==> src/rtl/mmu_ctl_pkg.sv <==
package mmu_ctl_pkg;

  localparam int REG_AW = 6;

  localparam logic [REG_AW-1:0] OFS_DIR   = 6'h00;
  localparam logic [REG_AW-1:0] OFS_STAT  = 6'h04;
  localparam logic [REG_AW-1:0] OFS_CMD   = 6'h08;
  localparam logic [REG_AW-1:0] OFS_FADDR = 6'h0C;
  localparam logic [REG_AW-1:0] OFS_ZLINE = 6'h10;
  localparam logic [REG_AW-1:0] OFS_RAW   = 6'h14;
  localparam logic [REG_AW-1:0] OFS_CLR   = 6'h18;
  localparam logic [REG_AW-1:0] OFS_MASK  = 6'h1C;
  localparam logic [REG_AW-1:0] OFS_MSTAT = 6'h20;
  localparam logic [REG_AW-1:0] OFS_GATE  = 6'h24;

  typedef enum logic [2:0] {
    CMD_PAGE_ON    = 3'd0,
    CMD_PAGE_OFF   = 3'd1,
    CMD_STALL_ON   = 3'd2,
    CMD_STALL_OFF  = 3'd3,
    CMD_ZAP_ALL    = 3'd4,
    CMD_FAULT_DONE = 3'd5,
    CMD_HARD_RST   = 3'd6,
    CMD_NOP        = 3'd7
  } mmu_cmd_e;

  localparam int ST_PAGING   = 0;
  localparam int ST_FAULT    = 1;
  localparam int ST_STALL    = 2;
  localparam int ST_IDLE     = 3;
  localparam int ST_REPLAY   = 4;
  localparam int ST_FWRITE   = 5;
  localparam int ST_BUSID_LO = 6;
  localparam int ST_NSTALL   = 31;

  localparam int IRQ_FAULT  = 0;
  localparam int IRQ_BUSERR = 1;
  localparam int N_IRQ      = 2;

endpackage

==> src/rtl/mmu_ctl_fsm.sv <==
module mmu_ctl_fsm
  import mmu_ctl_pkg::*;
#(
  parameter int VA_W     = 32,
  parameter int BUS_ID_W = 5
) (
  input  logic                clk,
  input  logic                rst_n,
  input  logic                cmd_vld,
  input  mmu_cmd_e            cmd,
  input  logic                stall_ack,
  input  logic                flt_vld,
  input  logic [VA_W-1:0]     flt_addr,
  input  logic                flt_write,
  input  logic [BUS_ID_W-1:0] flt_bus_id,
  output logic                paging_q,
  output logic                stall_req_q,
  output logic                stall_act_q,
  output logic                flt_act_q,
  output logic [VA_W-1:0]     flt_addr_q,
  output logic                flt_write_q,
  output logic [BUS_ID_W-1:0] flt_bus_q,
  output logic                flt_take
);

  logic                hrst;
  logic                paging_d, stall_req_d, stall_act_d, flt_act_d;
  logic                flt_write_d;
  logic [VA_W-1:0]     flt_addr_d;
  logic [BUS_ID_W-1:0] flt_bus_d;

  assign hrst     = cmd_vld && (cmd == CMD_HARD_RST);
  assign flt_take = flt_vld && paging_q && !flt_act_q && !hrst;

  always_comb begin
    paging_d    = paging_q;
    stall_req_d = stall_req_q;
    stall_act_d = stall_req_q && stall_ack;
    flt_act_d   = flt_act_q;
    flt_addr_d  = flt_addr_q;
    flt_write_d = flt_write_q;
    flt_bus_d   = flt_bus_q;
    if (cmd_vld) begin
      unique case (cmd)
        CMD_PAGE_ON:    paging_d = 1'b1;
        CMD_PAGE_OFF:   paging_d = 1'b0;
        CMD_STALL_ON:   if (!flt_act_q) stall_req_d = 1'b1;
        CMD_STALL_OFF:  stall_req_d = 1'b0;
        CMD_FAULT_DONE: flt_act_d = 1'b0;
        default: ;
      endcase
    end
    if (flt_take) begin
      flt_act_d   = 1'b1;
      flt_addr_d  = flt_addr;
      flt_write_d = flt_write;
      flt_bus_d   = flt_bus_id;
    end
    if (hrst) begin
      paging_d    = 1'b0;
      stall_req_d = 1'b0;
      stall_act_d = 1'b0;
      flt_act_d   = 1'b0;
      flt_addr_d  = '0;
      flt_write_d = 1'b0;
      flt_bus_d   = '0;
    end
  end

  always_ff @(posedge clk or negedge rst_n) begin
    if (!rst_n) begin
      paging_q    <= 1'b0;
      stall_req_q <= 1'b0;
      stall_act_q <= 1'b0;
      flt_act_q   <= 1'b0;
      flt_addr_q  <= '0;
      flt_write_q <= 1'b0;
      flt_bus_q   <= '0;
    end else begin
      paging_q    <= paging_d;
      stall_req_q <= stall_req_d;
      stall_act_q <= stall_act_d;
      flt_act_q   <= flt_act_d;
      flt_addr_q  <= flt_addr_d;
      flt_write_q <= flt_write_d;
      flt_bus_q   <= flt_bus_d;
    end
  end


  stall_refused_chk: assert property (@(posedge clk) disable iff (!rst_n)
    (cmd_vld && cmd == CMD_STALL_ON && flt_act_q && !stall_req_q) |=> !stall_req_q);


  fault_hold_chk: assert property (@(posedge clk) disable iff (!rst_n)
    (flt_act_q && !(cmd_vld && (cmd == CMD_FAULT_DONE || cmd == CMD_HARD_RST)))
      |=> (flt_act_q && $stable(flt_addr_q) && $stable(flt_bus_q)));


  stall_ack_chk: assert property (@(posedge clk) disable iff (!rst_n)
    stall_act_q |-> $past(stall_req_q && stall_ack));


  fault_done_chk: assert property (@(posedge clk) disable iff (!rst_n)
    (cmd_vld && cmd == CMD_FAULT_DONE) |=> !flt_act_q);

endmodule

==> src/rtl/mmu_irq_ctl.sv <==
module mmu_irq_ctl #(
  parameter int N_SRC = 2
) (
  input  logic             clk,
  input  logic             rst_n,
  input  logic [N_SRC-1:0] src_set,
  input  logic             clr_vld,
  input  logic [N_SRC-1:0] clr_bits,
  input  logic             mask_wr,
  input  logic [N_SRC-1:0] mask_data,
  input  logic             hrst,
  output logic [N_SRC-1:0] raw_q,
  output logic [N_SRC-1:0] mask_q,
  output logic [N_SRC-1:0] masked,
  output logic             irq
);

  logic [N_SRC-1:0] mask_d;

  for (genvar i = 0; i < N_SRC; i++) begin : g_src
    logic raw_d;
    always_comb begin
      raw_d = raw_q[i];
      if (clr_vld && clr_bits[i]) raw_d = 1'b0;
      if (src_set[i])             raw_d = 1'b1;
      if (hrst)                   raw_d = 1'b0;
    end
    always_ff @(posedge clk or negedge rst_n) begin
      if (!rst_n) raw_q[i] <= 1'b0;
      else        raw_q[i] <= raw_d;
    end

    event_wins_chk: assert property (@(posedge clk) disable iff (!rst_n)
      (src_set[i] && !hrst) |=> raw_q[i]);
  end

  always_comb begin
    mask_d = mask_q;
    if (mask_wr) mask_d = mask_data;
    if (hrst)    mask_d = '0;
  end

  always_ff @(posedge clk or negedge rst_n) begin
    if (!rst_n) mask_q <= '0;
    else        mask_q <= mask_d;
  end

  assign masked = raw_q & mask_q;
  assign irq    = |masked;

endmodule

==> src/rtl/mmu_ctl_regs.sv <==
module mmu_ctl_regs
  import mmu_ctl_pkg::*;
#(
  parameter int PAGE_SHIFT = 12,
  parameter int BUS_ID_W   = 5
) (
  input  logic                clk,
  input  logic                rst_n,
  input  logic                reg_wen,
  input  logic [REG_AW-1:0]   reg_addr,
  input  logic [31:0]         reg_wdata,
  output logic [31:0]         reg_rdata,
  output logic                irq_o,
  output logic [31:0]         dir_base_o,
  output logic                eng_paging_en,
  output logic                eng_stall_req,
  input  logic                eng_stall_ack,
  input  logic                eng_idle,
  input  logic                eng_replay_empty,
  input  logic                eng_flt_vld,
  input  logic [31:0]         eng_flt_addr,
  input  logic                eng_flt_write,
  input  logic [BUS_ID_W-1:0] eng_flt_bus_id,
  input  logic                eng_bus_err,
  output logic                zap_all_o,
  output logic                zap_line_o,
  output logic [31:0]         zap_line_addr_o,
  output logic                clk_gate_en_o
);

  localparam int DIR_W = 32 - PAGE_SHIFT;

  mmu_cmd_e            cmd;
  logic                cmd_vld, hrst;
  logic                stall_act, flt_act, flt_write, flt_take, stall_vis;
  logic [31:0]         flt_addr, status;
  logic [BUS_ID_W-1:0] flt_bus;
  logic [N_IRQ-1:0]    raw, mask, masked, irq_set;
  logic [DIR_W-1:0]    dir_q, dir_d;
  logic                gate_q, gate_d;
  logic                zap_all_d, zap_line_d;
  logic [31:0]         zap_addr_d;

  assign cmd     = mmu_cmd_e'(reg_wdata[2:0]);
  assign cmd_vld = reg_wen && (reg_addr == OFS_CMD);
  assign hrst    = cmd_vld && (cmd == CMD_HARD_RST);

  mmu_ctl_fsm #(.VA_W(32), .BUS_ID_W(BUS_ID_W)) u_fsm (
    .clk         (clk),
    .rst_n       (rst_n),
    .cmd_vld     (cmd_vld),
    .cmd         (cmd),
    .stall_ack   (eng_stall_ack),
    .flt_vld     (eng_flt_vld),
    .flt_addr    (eng_flt_addr),
    .flt_write   (eng_flt_write),
    .flt_bus_id  (eng_flt_bus_id),
    .paging_q    (eng_paging_en),
    .stall_req_q (eng_stall_req),
    .stall_act_q (stall_act),
    .flt_act_q   (flt_act),
    .flt_addr_q  (flt_addr),
    .flt_write_q (flt_write),
    .flt_bus_q   (flt_bus),
    .flt_take    (flt_take)
  );

  always_comb begin
    irq_set             = '0;
    irq_set[IRQ_FAULT]  = flt_take;
    irq_set[IRQ_BUSERR] = eng_bus_err;
  end

  mmu_irq_ctl #(.N_SRC(N_IRQ)) u_irq (
    .clk       (clk),
    .rst_n     (rst_n),
    .src_set   (irq_set),
    .clr_vld   (reg_wen && reg_addr == OFS_CLR),
    .clr_bits  (reg_wdata[N_IRQ-1:0]),
    .mask_wr   (reg_wen && reg_addr == OFS_MASK),
    .mask_data (reg_wdata[N_IRQ-1:0]),
    .hrst      (hrst),
    .raw_q     (raw),
    .mask_q    (mask),
    .masked    (masked),
    .irq       (irq_o)
  );

  // Local registers: next state
  always_comb begin
    dir_d      = dir_q;
    gate_d     = gate_q;
    zap_all_d  = cmd_vld && (cmd == CMD_ZAP_ALL);
    zap_line_d = reg_wen && (reg_addr == OFS_ZLINE);
    zap_addr_d = zap_line_d ? reg_wdata : zap_line_addr_o;
    if (reg_wen && reg_addr == OFS_DIR)  dir_d  = reg_wdata[31:PAGE_SHIFT];
    if (reg_wen && reg_addr == OFS_GATE) gate_d = reg_wdata[0];
    if (hrst) begin
      dir_d  = '0;
      gate_d = 1'b0;
    end
  end

  always_ff @(posedge clk or negedge rst_n) begin
    if (!rst_n) begin
      dir_q           <= '0;
      gate_q          <= 1'b0;
      zap_all_o       <= 1'b0;
      zap_line_o      <= 1'b0;
      zap_line_addr_o <= '0;
    end else begin
      dir_q           <= dir_d;
      gate_q          <= gate_d;
      zap_all_o       <= zap_all_d;
      zap_line_o      <= zap_line_d;
      zap_line_addr_o <= zap_addr_d;
    end
  end

  assign dir_base_o    = {dir_q, {PAGE_SHIFT{1'b0}}};
  assign clk_gate_en_o = gate_q;

  // Status word and read mux
  assign stall_vis = stall_act || !eng_paging_en;

  always_comb begin
    status                                = '0;
    status[ST_PAGING]                     = eng_paging_en;
    status[ST_FAULT]                      = flt_act;
    status[ST_STALL]                      = stall_vis;
    status[ST_IDLE]                       = eng_idle;
    status[ST_REPLAY]                     = eng_replay_empty;
    status[ST_FWRITE]                     = flt_write;
    status[ST_BUSID_LO +: BUS_ID_W]       = flt_bus;
    status[ST_NSTALL]                     = !stall_vis;
  end

  always_comb begin
    unique case (reg_addr)
      OFS_DIR:   reg_rdata = dir_base_o;
      OFS_STAT:  reg_rdata = status;
      OFS_FADDR: reg_rdata = flt_addr;
      OFS_RAW:   reg_rdata = {{(32-N_IRQ){1'b0}}, raw};
      OFS_MASK:  reg_rdata = {{(32-N_IRQ){1'b0}}, mask};
      OFS_MSTAT: reg_rdata = {{(32-N_IRQ){1'b0}}, masked};
      OFS_GATE:  reg_rdata = {31'b0, gate_q};
      default:   reg_rdata = '0;
    endcase
  end


  zap_all_src_chk: assert property (@(posedge clk) disable iff (!rst_n)
    zap_all_o |-> $past(reg_wen && reg_addr == OFS_CMD && reg_wdata[2:0] == 3'd4));


  zap_line_addr_chk: assert property (@(posedge clk) disable iff (!rst_n)
    zap_line_o |-> (zap_line_addr_o == $past(reg_wdata)));


  hard_reset_chk: assert property (@(posedge clk) disable iff (!rst_n)
    (reg_wen && reg_addr == OFS_CMD && reg_wdata[2:0] == 3'd6)
      |=> (dir_base_o == '0 && !eng_paging_en && !eng_stall_req && !irq_o && !clk_gate_en_o));

endmodule

==> config.mk <==
export PLATFORM = sky130hd
export DESIGN_NAME = mmu_ctl_regs
export DESIGN_NICKNAME = d
export VERILOG_FILES = /design/src/rtl/mmu_ctl_pkg.sv /design/src/rtl/mmu_ctl_fsm.sv /design/src/rtl/mmu_irq_ctl.sv /design/src/rtl/mmu_ctl_regs.sv
export SDC_FILE = /design/constraint.sdc
export NUM_CORES = 1
export LEC_CHECK = 0
export BUFFER_PORTS_ARGS = -buffer_cell sky130_fd_sc_hd__buf_2
export CAP_MARGIN = 10
export CORE_MARGIN = 10
export CORE_UTILIZATION = 53
export CTS_CLUSTER_SIZE = 25
export DETAILED_ROUTE_END_ITERATION = 12
export GPL_TIMING_DRIVEN = 0
export PLACE_DENSITY_LB_ADDON = 0.1
export SLEW_MARGIN = 0
export SYNTH_ARGS = -nofsm -noshare
export SYNTH_HDL_FRONTEND = slang
export SYNTH_SLANG_ARGS = --single-unit
==> constraint.sdc <==
create_clock -name clk -period 2.8 [get_ports clk]
set_input_delay 0.28 -clock clk [delete_from_list [all_inputs] [get_ports clk]]
set_output_delay 0.28 -clock clk [all_outputs]
set_load 0.01 [all_outputs]
### Yosys cells after proc, flatten, opt, wreduce, memory -nomap -nowiden

Index checks and enable logic that the tools add are counted.

| operators by class | value |
|---|---|
| equality and inequality tests | 16 |
| bitwise operators | 1 |
| muxes and demuxes | 31 |
| reduce and logical (&&, ||, !) cells | 36 |

Operators with widths:

| kind | number |
|---|---|
| $pmux W32 S7 | 1 |
| $mux W32 | 2 |
| $mux W20 | 2 |
| $eq A6 B5 Y1 const B | 4 |
| $mux W1 | 20 |
| $reduce_bool A3 Y1 | 6 |
| $logic_and A1 B1 Y1 | 14 |
| $eq A6 B4 Y1 const B | 2 |
| $eq A6 B6 Y1 const B | 2 |
| $mux W5 | 2 |
| $reduce_bool A2 Y1 | 5 |
| $eq A3 B3 Y1 const B | 3 |
| $eq A3 B2 Y1 const B | 2 |
| $eq A6 B3 Y1 const B | 1 |
| $logic_not A6 Y1 | 1 |
| $logic_not A1 Y1 | 4 |
| $mux W2 | 2 |
| $pmux W1 S2 | 2 |
| $reduce_and A2 Y1 | 2 |
| $eq A3 B1 Y1 const B | 1 |
| $logic_not A3 Y1 | 1 |
| $ne A3 B3 Y1 const B | 1 |
| $reduce_and A3 Y1 | 1 |
| $and A2 B2 Y2 | 1 |
| other kinds (2) | 2 |

| word-level totals | value |
|---|---|
| flip-flop bits (word level) | 101 |
| input port bits | 84 |

### Logic depth before layout (Yosys ltp)

Gate-level depths: netlist (run 1).

| depth | value |
|---|---|
| depth in word-level cells | 7 |
| depth in mapped cells | 6 |

### Modules after synthesis

A second synthesis (run 1) with hierarchy kept.

| unflattened totals | value |
|---|---|
| cell total of the unflattened synthesis | 412 |
| area, all modules | 4631.9 um2 |

By module, submodules not included:

| module | area each (um2) | instances | cells each |
|---|---|---|---|
| mmu_ctl_regs | 2693.8 | 1 | 207 |
| mmu_ctl_fsm | 1756.7 | 1 | 188 |
| mmu_irq_ctl | 181.4 | 1 | 17 |

### Least setup slack after synthesis (run 1)

Ideal clock, no wire load.

| timing | value |
|---|---|
| path kind | in2out |
| start point | input port reg_addr[4] |
| end point | output port reg_rdata[31] |
| data arrival time | 1.641 ns |
| path slack | 0.879 ns |
| data required time | 2.520 ns |
| cell stages on the path | 6 |
| buffers on the path | 3 |
| path through | buf_2 > or4_4 > buf_6 > nor2_1 > buf_2 > a221o_1 |

| on the way | value |
|---|---|
| word-level cells in the longest chain between the ends | 2 |

RTL lines:

| item | line | RTL |
|---|---|---|
| from (decl) | mmu_ctl_regs.sv:10 | `input logic [REG_AW-1:0] reg_addr,` |
| $eq A6 B6 Y1 (tied with other cells) | mmu_ctl_regs.sv:139 | `unique case (reg_addr)` |
| $pmux W32 S7 (*) | mmu_ctl_regs.sv:139 |  |
| to (decl) | mmu_ctl_regs.sv:12 | `output logic [31:0] reg_rdata,` |

Every way passes the cells marked *; elsewhere a longest branch is shown, timed or not.

### Worst setup path in the final report (run 1)

| timing | value |
|---|---|
| start point | input port reg_addr[4] |
| end point | output port reg_rdata[12] |

Same word-level chain as after synthesis.

==> flow_summary.ini, run 1 <==
[global_routing]
grt_overflow = 0
grt_pass1_wl_um = 22100
track_usage = 0.209
grt_pass1_vias = 4154
grt_max_degree = 58
antenna_found_initial = 0

[pwr]
power_frac_seq = 0.532
powerDensity_nw_per_um2 = 515
p_int_mw = 2.27
cellLeakagePower_nw = 3.47
peakVddDrop_uv = 343
pwr-share-comb = 0.164
swShare = 0.288
switchingPower_mw = 0.916
clkPwrFrac = 0.304

[placement]
io_buffers = 171
hpwl_um = 11200
gp_congestion = 0.870
dp_cells = 718

[finish]
synthToLayoutAreaGrowth_pct = 26.1
drive_gt1_frac = 0.420
nets = 703
nFillCells = 757
multi_input_area_sq_um = 2060
final-instance-count-excl-fill = 735
n_antenna_cell = 0
register_area_sq_um = 2530

[worst_setup_path]
cpPeakStageDelay_ns = 0.58
path_class = primary input to primary output
crit_required_ns = 2.52
worstRegToRegCells = 5
slowest_stage = or4_4
worstSetupStartpointType = primary input
timing.reg2reg.setup_slack_ns = 0.94
r2r-end = u_fsm.flt_addr_q[27]$_DFFE_PN0P_
path_common_cell = buf_2
cp_max_fo = 10
critPathCaptureType = primary output
crit_arrival_ns = 2.05
cp_cell_sequence = buf_2 -> buf_2 -> or4_4 -> nor2_1 -> buf_2 -> a22o_1 -> buf_2
regToRegStartpoint = u_fsm.paging_q$_DFFE_PN0P_

[sta]
tightest_slew_ns = 0.743
drv_slew = 0
worst_clock_skew_ns = 0.0164
hold_viol_final = 0
finalCritPeriodShare = 0.834
slew_headroom = 0.500
fin_crit_ns = 2.33
whs_ns = 0.128
tns_ns = 0
grt_setup_unrepaired = no
timing.fmax_mhz = 428
finalSetupViolCount = 0

[logic_synthesis]
synth.most_common_cell = dfrtp_1
synth_area_per_cell_sq_um = 11.6
netlist_area_sq_um = 4900
synth.area.top_cells = dfrtp_1 (52%), mux2i_1 (8.8%), mux2_2 (7.4%)
synth-main-ff-cell = dfrtp_1
synth_edf_count = 0
yosys.area.top_type = dfrtp_1
yosysWarnings = 0
synthArstFlopShare = 1.00
ys_seq_elements = 101
synth_top_area_frac = 0.516
synth.cells.most_frequent = dfrtp_1 (101), nor2_1 (45), mux2i_1 (43)
synth.yosys.seq_area_share = 0.516
synth_cell_type_count = 42
syn_inst = 424

[clock_network]
cts_tree = done
numCtsBuffers = 9
h-tree-depth = 3
clkTransAtPathRegs_ns = 0.11
max-clock-path-buffers = 2
clk_latency_ns = 0.37
clock_sinks = 101
cts_resized = 0
ctsRootBufferMaster = clkbuf_8

[drt]
vias = 4046
first_iter_violations = 224
drt_first_pass_iters = 5
antenna_left = 0
detail_route.vias_per_cell = 5.50
drc_errors = 0
routed_wl_um = 14200
avgRoutedWirePerCell_um = 19.3

[floorplan]
rows = 35
core_area_sq_um = 9110
ios = 186
chipHeight_um = 116
die_area_sq_um = 13500
die_w_um = 116
start_util = 0.538

[min_path]
hold_depth = 2
hold_end = zap_line_addr_o[3]$_DFFE_PN0P_
min-delay-start = reg_wdata[3]
hold_path.class = primary input to register

[outcome]
outcome = complete, no violations

[job]
maxCapViolations = 0
==> timing repair <==
action,in CTS,in global routing
hold buffers,1,0
hold endpoints to repair,44,0
setup buffers,0,0
==> layout make-up <==
class | instances | area share
multi-input cells | 278 | 0.334
clock inverters | 7 | 0.0132
plain buffers | 50 | 0.0534
clock buffers | 9 | 0.0200
repair buffers | 173 | 0.145
inverters | 6 | 0.00364
flip-flops and latches | 101 | 0.409
well taps | 111 | 0.0225
==> power groups by stage <==
| stage | clock network, mW | registers [mW] | logic (mW) |
|---|---|---|---|
| floorplan | 0 | 1.75 | 0.214 |
| global placement | 0 | 1.71 | 0.510 |
| detailed placement | 0 | 1.72 | 0.528 |
| CTS | 0.992 | 1.69 | 0.530 |
| global route | 1.05 | 1.71 | 0.582 |
| finish | 0.966 | 1.69 | 0.523 |
==> stage by stage <==
step	instance area, sq um	power, mW	setup slack [ns]	utilization
after detailed placement	5970	2.25	0.448	0.655
after floorplan	4940	1.96	0.879	-
after global routing	6180	3.35	0.370	0.679
after global placement	5940	2.22	0.388	0.652
final	6180	3.18	0.466	0.679
after CTS	6180	3.22	0.443	0.679
==> cells in the final DEF, fill, tap and decap left out, types with 2 or more instances in the layout <==
master | netlist | final
o2bb2ai_1 | 2 | 2
conb_1 | 1 | 12
inv_6 | 0 | 2
nor2_1 | 45 | 45
nand2b_1 | 3 | 3
buf_6 | 11 | 11
or4b_1 | 2 | 2
clkinv_4 | 0 | 2
mux2_2 | 32 | 32
nor2b_1 | 3 | 3
a221o_1 | 3 | 3
nand3_1 | 2 | 2
nand2_1 | 2 | 2
and3b_1 | 2 | 2
o31ai_1 | 25 | 25
nand4_1 | 20 | 20
nand3b_1 | 3 | 3
dfrtp_1 | 101 | 101
mux2i_1 | 43 | 43
a22o_1 | 29 | 29
clkbuf_8 | 0 | 9
buf_4 | 12 | 13
a21oi_1 | 24 | 24
buf_2 | 12 | 182
clkbuf_1 | 15 | 15
nor3_4 | 2 | 2
nor3_1 | 2 | 2
or2_2 | 2 | 2
inv_1 | 6 | 6
nor4_1 | 5 | 5
==> logic make-up (layout without fill, tap and decap cells) <==
| logic type | Yosys count | in the layout | synth area share |
|---|---|---|---|
| AO/OA/AOI/OAI | 90 | 90 | 0.135 |
| multiplexers | 75 | 75 | 0.161 |
| other | 1 | 12 | 0.000765 |
| flip-flops | 101 | 101 | 0.516 |
| AND/OR/NAND/NOR | 101 | 101 | 0.115 |
| buffers and inverters | 56 | 245 | 0.0720 |
==> state kept, by name, indices dropped and copies added (netlist names) <==
| name | cells |
|---|---|
| u_fsm.flt_addr_q | 32 |
| zap_line_addr_o | 32 |
| dir_q | 20 |
| u_fsm.flt_bus_q | 5 |
| u_irq.mask_q | 2 |
| u_irq.raw_q | 2 |
| clk_gate_en_o | 1 |
| u_fsm.flt_act_q | 1 |
| u_fsm.flt_write_q | 1 |
| u_fsm.paging_q | 1 |
| u_fsm.stall_act_q | 1 |
| u_fsm.stall_req_q | 1 |
| zap_all_o | 1 |
| zap_line_o | 1 |
==> layer usage <==
layer	routed length, um	part of all wire	global-route usage
met4	143	0.010	0.0417
met5	0	0	0
met3	1400	0.099	0.0914
met2	6600	0.46	0.320
met1	6070	0.43	0.270
==> critical path, delay by kind of cell <==
kind	cells	cell delay, ns
and+or+nand+nor	2	0.84
buffers and inverters	4	0.71
AOI/OAI and AO/OA	1	0.21
==> worst max-delay path by stage <==
stage,start,endpoint,slack [ns],cells past startpoint
6_report,reg_addr[4],reg_rdata[12],0.47,7
5_1_grt,reg_addr[4],reg_rdata[12],0.37,7
4_1_cts,reg_addr[4],reg_rdata[12],0.44,7
3_5_place_dp,reg_addr[4],reg_rdata[12],0.45,7
3_3_place_gp,rst_n,u_fsm.flt_addr_q[18]$_DFFE_PN0P_,0.39,1
2_1_floorplan,reg_addr[4],reg_rdata[31],0.88,6
Power figures use the tool's default switching activity.
==> run 2, diff against run 1 <==
--- a/config.mk
+++ b/config.mk
@@ -8,7 +8,7 @@
 export BUFFER_PORTS_ARGS = -buffer_cell sky130_fd_sc_hd__buf_2
 export CAP_MARGIN = 10
 export CORE_MARGIN = 10
-export CORE_UTILIZATION = 53
+export CORE_UTILIZATION = 45
 export CTS_CLUSTER_SIZE = 25
 export DETAILED_ROUTE_END_ITERATION = 12
 export GPL_TIMING_DRIVEN = 0
==> constraint.sdc (replaced) <==
create_clock -name clk -period 1.9 [get_ports clk]
set_input_delay 0.19 -clock clk [delete_from_list [all_inputs] [get_ports clk]]
set_output_delay 0.19 -clock clk [all_outputs]
set_load 0.01 [all_outputs]
==> flow_summary.ini, run 2 (synthesis results as in run 1) <==
[global_routing]
track_usage = 0.186
grt_max_degree = 57
antenna_found_initial = 1
grt_pass1_vias = 4273
grt_pass1_wl_um = 23700
grt_overflow = 0

[finish]
final_cell_mix = buf_2 (174), dfrtp_1 (101), mux2i_1 (43), nor2_1 (43), mux2_2 (32)
synthToLayoutAreaGrowth_pct = 27.9
n_antenna_cell = 0
layout_commonest_cell = buf_2
drive_gt1_frac = 0.429
nets = 704
nFillCells = 992
reg_top3 = u_fsm.flt_addr_q x32, zap_line_addr_o x32, dir_q x20
fin_area_sq_um = 6270

[job]
maxCapViolations = 0

[sta]
worst_clock_skew_ns = 0.00889
grt_setup_unrepaired = no
whs_ns = 0.0349
tightest_slew_ns = 0.799
slew_headroom = 0.462
hold_viol_final = 0
fin_crit_ns = 1.86
finalCritPeriodShare = 0.976
timing.fmax_mhz = 539
drv_slew = 0
finalSetupViolCount = 0

[drt]
drt_first_pass_iters = 4
vias = 4098
antenna_left = 0
detail_route.vias_per_cell = 5.36
routed_wl_um = 14800
first_iter_violations = 223
drc_errors = 0
avgRoutedWirePerCell_um = 19.3

[pwr]
cellLeakagePower_nw = 3.46
peakVddDrop_uv = 575
power_frac_seq = 0.555
pwr-share-comb = 0.174
swShare = 0.292
clkPwrFrac = 0.271
switchingPower_mw = 1.31
powerDensity_nw_per_um2 = 717
p_int_mw = 3.19

[worst_setup_path]
crit_required_ns = 1.71
crit_arrival_ns = 1.67
critPathCaptureType = primary output
worstSetupStartpointType = primary input
cp_max_fo = 11
path_class = primary input to primary output

[floorplan]
start_util = 0.456
chipHeight_um = 124
core_area_sq_um = 10700
die_area_sq_um = 15500
ios = 186
rows = 38
die_w_um = 124

[placement]
gp_congestion = 0.839
hpwl_um = 11600
placed_area_sq_um = 6000
io_buffers = 171

[min_path]
hold_path.class = primary input to register

[clock_network]
max-clock-path-buffers = 2
clkTransAtPathRegs_ns = 0.10
numCtsBuffers = 9
ctsRootBufferMaster = clkbuf_8
h-tree-depth = 3
clk_latency_ns = 0.36
clock_sinks = 101
cts_tree = done

[outcome]
outcome = complete, no violations
[run 2: changes by cell type in the layout (fill, tap and decap cells not counted), moves of 2 or more]
cell | previous run | this run
clkinv_4 | 2 | 0
buf_2 | 182 | 174
nor2_4 | 0 | 2
buf_4 | 13 | 21
clkinvlp_4 | 0 | 4
nor2_1 | 45 | 43
inv_6 | 2 | 0
[run 2: timing repair]
action / CTS / global route
hold buffers: 1 / 0
pin swaps: 3 / 0
hold endpoints to repair: 45 / 0
setup buffers: 2 / 2
cloned: 1 / 0
resized for setup: 17 / 1
setup endpoints to repair: 31 / 43
[run 2: metal layers]
metal,global-route usage,vias to the layer above,routed length [um],share of wire
met1,0.241,2015,6670,0.45
met2,0.291,139,6900,0.47
met5,0,-,0,0
li1,-,1940,-,-
met4,0.0473,0,70,0.0047
met3,0.0647,4,1140,0.077
[run 2: cell type report]
cell class | instances | area, sq um | area share
plain buffers | 46 | 337 | 0.0537
clock buffers | 10 | 128 | 0.0203
clock inverters | 6 | 40.0 | 0.00638
inverters | 6 | 22.5 | 0.00359
multi-input cells | 278 | 2090 | 0.334
flip-flops and latches | 101 | 2530 | 0.403
well taps | 140 | 175 | 0.0279
repair buffers | 178 | 948 | 0.151
[run 2: power by group through the flow]
stage	sequential [mW]	combinational, mW	clock (mW)
2_1_floorplan	2.57	0.315	0
3_3_place_gp	2.53	0.761	0
3_5_place_dp	2.54	0.781	0
4_1_cts	2.50	0.792	1.26
5_1_grt	2.53	0.866	1.34
6_report	2.50	0.783	1.22
[run 2: final timing paths]
kind | slack (ns) | to | cells after the start | startpoint
max | 0.04 | reg_rdata[31] | 7 | reg_addr[5]
min | 0.03 | u_fsm.stall_act_q$_DFF_PN0_ | 3 | eng_stall_ack
max reg2reg | 0.20 | u_fsm.flt_addr_q[25]$_DFFE_PN0P_ | 4 | u_fsm.paging_q$_DFFE_PN0P_
min reg2reg | 0.51 | zap_line_addr_o[8]$_DFFE_PN0P_ | 1 | zap_line_addr_o[8]$_DFFE_PN0P_
max in group asynchronous | 0.82 | zap_line_addr_o[30]$_DFFE_PN0P_ | 3 | rst_n
min in group asynchronous | 0.38 | u_fsm.flt_addr_q[9]$_DFFE_PN0P_ | 2 | rst_n
[run 2: worst max-delay path: stages]
cell     delay, ns
buf_4         0.16
or4_4         0.59
buf_8         0.16
nor2_4        0.12
buf_6         0.14
a221o_1       0.17
buf_2         0.15
[run 2: per-stage QoR]
stage	utilization	power [mW]	std cells	setup WS, ns	TNS [ns]
final	0.584	4.50	765	0.0449	0
after global routing	0.584	4.73	765	0.00387	0
after CTS	0.583	4.55	765	0.00936	0
after detailed placement	0.559	3.32	747	-0.334	-15.10
after global placement	0.556	3.29	746	-0.461	-58.73
after floorplan	-	2.89	435	0.159	0
==> run 3, diff against run 2 <==
--- a/config.mk
+++ b/config.mk
@@ -7,6 +7,7 @@
 export LEC_CHECK = 0
 export BUFFER_PORTS_ARGS = -buffer_cell sky130_fd_sc_hd__buf_2
 export CAP_MARGIN = 10
+export CORE_ASPECT_RATIO = 0.6
 export CORE_MARGIN = 10
 export CORE_UTILIZATION = 45
 export CTS_CLUSTER_SIZE = 25
==> flow_summary.ini, run 3 (synthesis results as in run 1) <==
[clock_network]
ctsRootBufferMaster = clkbuf_16
h-tree-depth = 3
numCtsBuffers = 9
clk_latency_ns = 0.34
max-clock-path-buffers = 2
clkTransAtPathRegs_ns = 0.07
cts_tree = done
clock_sinks = 101

[floorplan]
start_util = 0.463
chipHeight_um = 101
die_w_um = 155
die_area_sq_um = 15600
core_area_sq_um = 10600
ios = 186
rows = 29

[sta]
finalCritPeriodShare = 0.973
slew_headroom = 0.621
hold_viol_final = 0
tightest_slew_ns = 0.564
drv_slew = 0
tns_ns = 0
timing.fmax_mhz = 541
finalSetupViolCount = 0
grt_setup_unrepaired = no
fin_crit_ns = 1.85
worst_slack_ns = 0.0516
whs_ns = 0.0691
worst_clock_skew_ns = 0.00670

[placement]
io_buffers = 171
dp_cells = 746
place_ws_ns = -0.266
placed_area_sq_um = 6000
gp_congestion = 0.891
hpwl_um = 12000

[global_routing]
grt_pass1_vias = 4397
grt_use_met3 = 0.0716
grt_pass1_wl_um = 24300
track_usage = 0.196
use_met1 = 0.256
antenna_found_initial = 0
grt_overflow = 0
grt_use_met2 = 0.298
grt_busiest_layer = met2
grt_max_degree = 72

[worst_setup_path]
path_class = primary input to primary output
cp_max_fo = 9
worstSetupStartpointType = primary input
critPathCaptureType = primary output
crit_arrival_ns = 1.66
crit_required_ns = 1.71

[pwr]
powerDensity_nw_per_um2 = 785
cellLeakagePower_nw = 3.55
peakVddDrop_uv = 537
p_total_mw = 5.06

[drt]
routed_wl_um = 15900
drt_first_pass_iters = 5
antenna_left = 0
first_iter_violations = 330
avgRoutedWirePerCell_um = 20.7
detail_route.vias_per_cell = 5.50
drc_errors = 0
vias = 4215

[finish]
n_antenna_cell = 0
reg_top3 = u_fsm.flt_addr_q x32, zap_line_addr_o x32, dir_q x20
synthToLayoutAreaGrowth_pct = 31.3
postLayoutCoreUtil = 0.608
final_cell_mix = buf_2 (174), dfrtp_1 (101), mux2i_1 (43), nor2_1 (43), mux2_2 (32)
multi_input_area_sq_um = 2090
register_area_sq_um = 2530
fin_area_sq_um = 6440
nFillCells = 882
final-instance-count-excl-fill = 766
layout_commonest_cell = buf_2
nets = 706
drive_gt1_frac = 0.432

[job]
maxCapViolations = 0

[min_path]
hold_path.class = primary input to register

[outcome]
outcome = complete, no violations
run 3: worst paths after layout:
kind	from	endpoint	slack, ns	depth (start not counted)
worst max register to register	u_fsm.paging_q$_DFFE_PN0P_	u_fsm.flt_addr_q[13]$_DFFE_PN0P_	0.14	4
worst max-delay path	reg_addr[3]	reg_rdata[7]	0.05	6
worst min-delay path	eng_stall_ack	u_fsm.stall_act_q$_DFF_PN0_	0.07	3
worst min register to register	zap_line_addr_o[7]$_DFFE_PN0P_	zap_line_addr_o[7]$_DFFE_PN0P_	0.50	1
min in group asynchronous	rst_n	u_fsm.flt_write_q$_DFFE_PN0P_	0.33	2
max in group asynchronous	rst_n	dir_q[19]$_DFFE_PN0P_	0.87	3
run 3: timing repair:
| item | CTS | global route |
|---|---|---|
| pin swaps | 3 | 1 |
| hold endpoints to repair | 30 | 0 |
| gates cloned | 1 | 1 |
| resized for setup | 16 | 10 |
| setup endpoints to repair | 35 | 49 |
| hold buffers | 1 | 0 |
| setup buffers | 3 | 2 |
run 3: per-layer routing:
layer  up-vias  routed length [um]
li1       1944                   -
met3        20                1510
met5         -                   0
met2       185                7210
met4         0                 198
met1      2066                6950
run 3: power by group:
| part | switching (mW) | internal (mW) |
|---|---|---|
| logic | 0.427 | 0.369 |
| registers | 0.138 | 2.35 |
| clock network | 0.808 | 0.960 |
| total | 1.37 | 3.68 |
run 3: layout make-up:
type | count | area share
sequential | 101 | 0.393
multi-input combinational | 278 | 0.325
timing repair buffer | 180 | 0.154
buffer | 46 | 0.0534
clock buffer | 11 | 0.0393
tap | 139 | 0.0270
clock inverter | 5 | 0.00544
inverter | 6 | 0.00350
run 3: critical path, cell delays in order:
cell	delay, ns
clkbuf_1	0.19
or4b_4	0.62
nor3_4	0.23
buf_12	0.15
a22o_1	0.15
buf_2	0.13
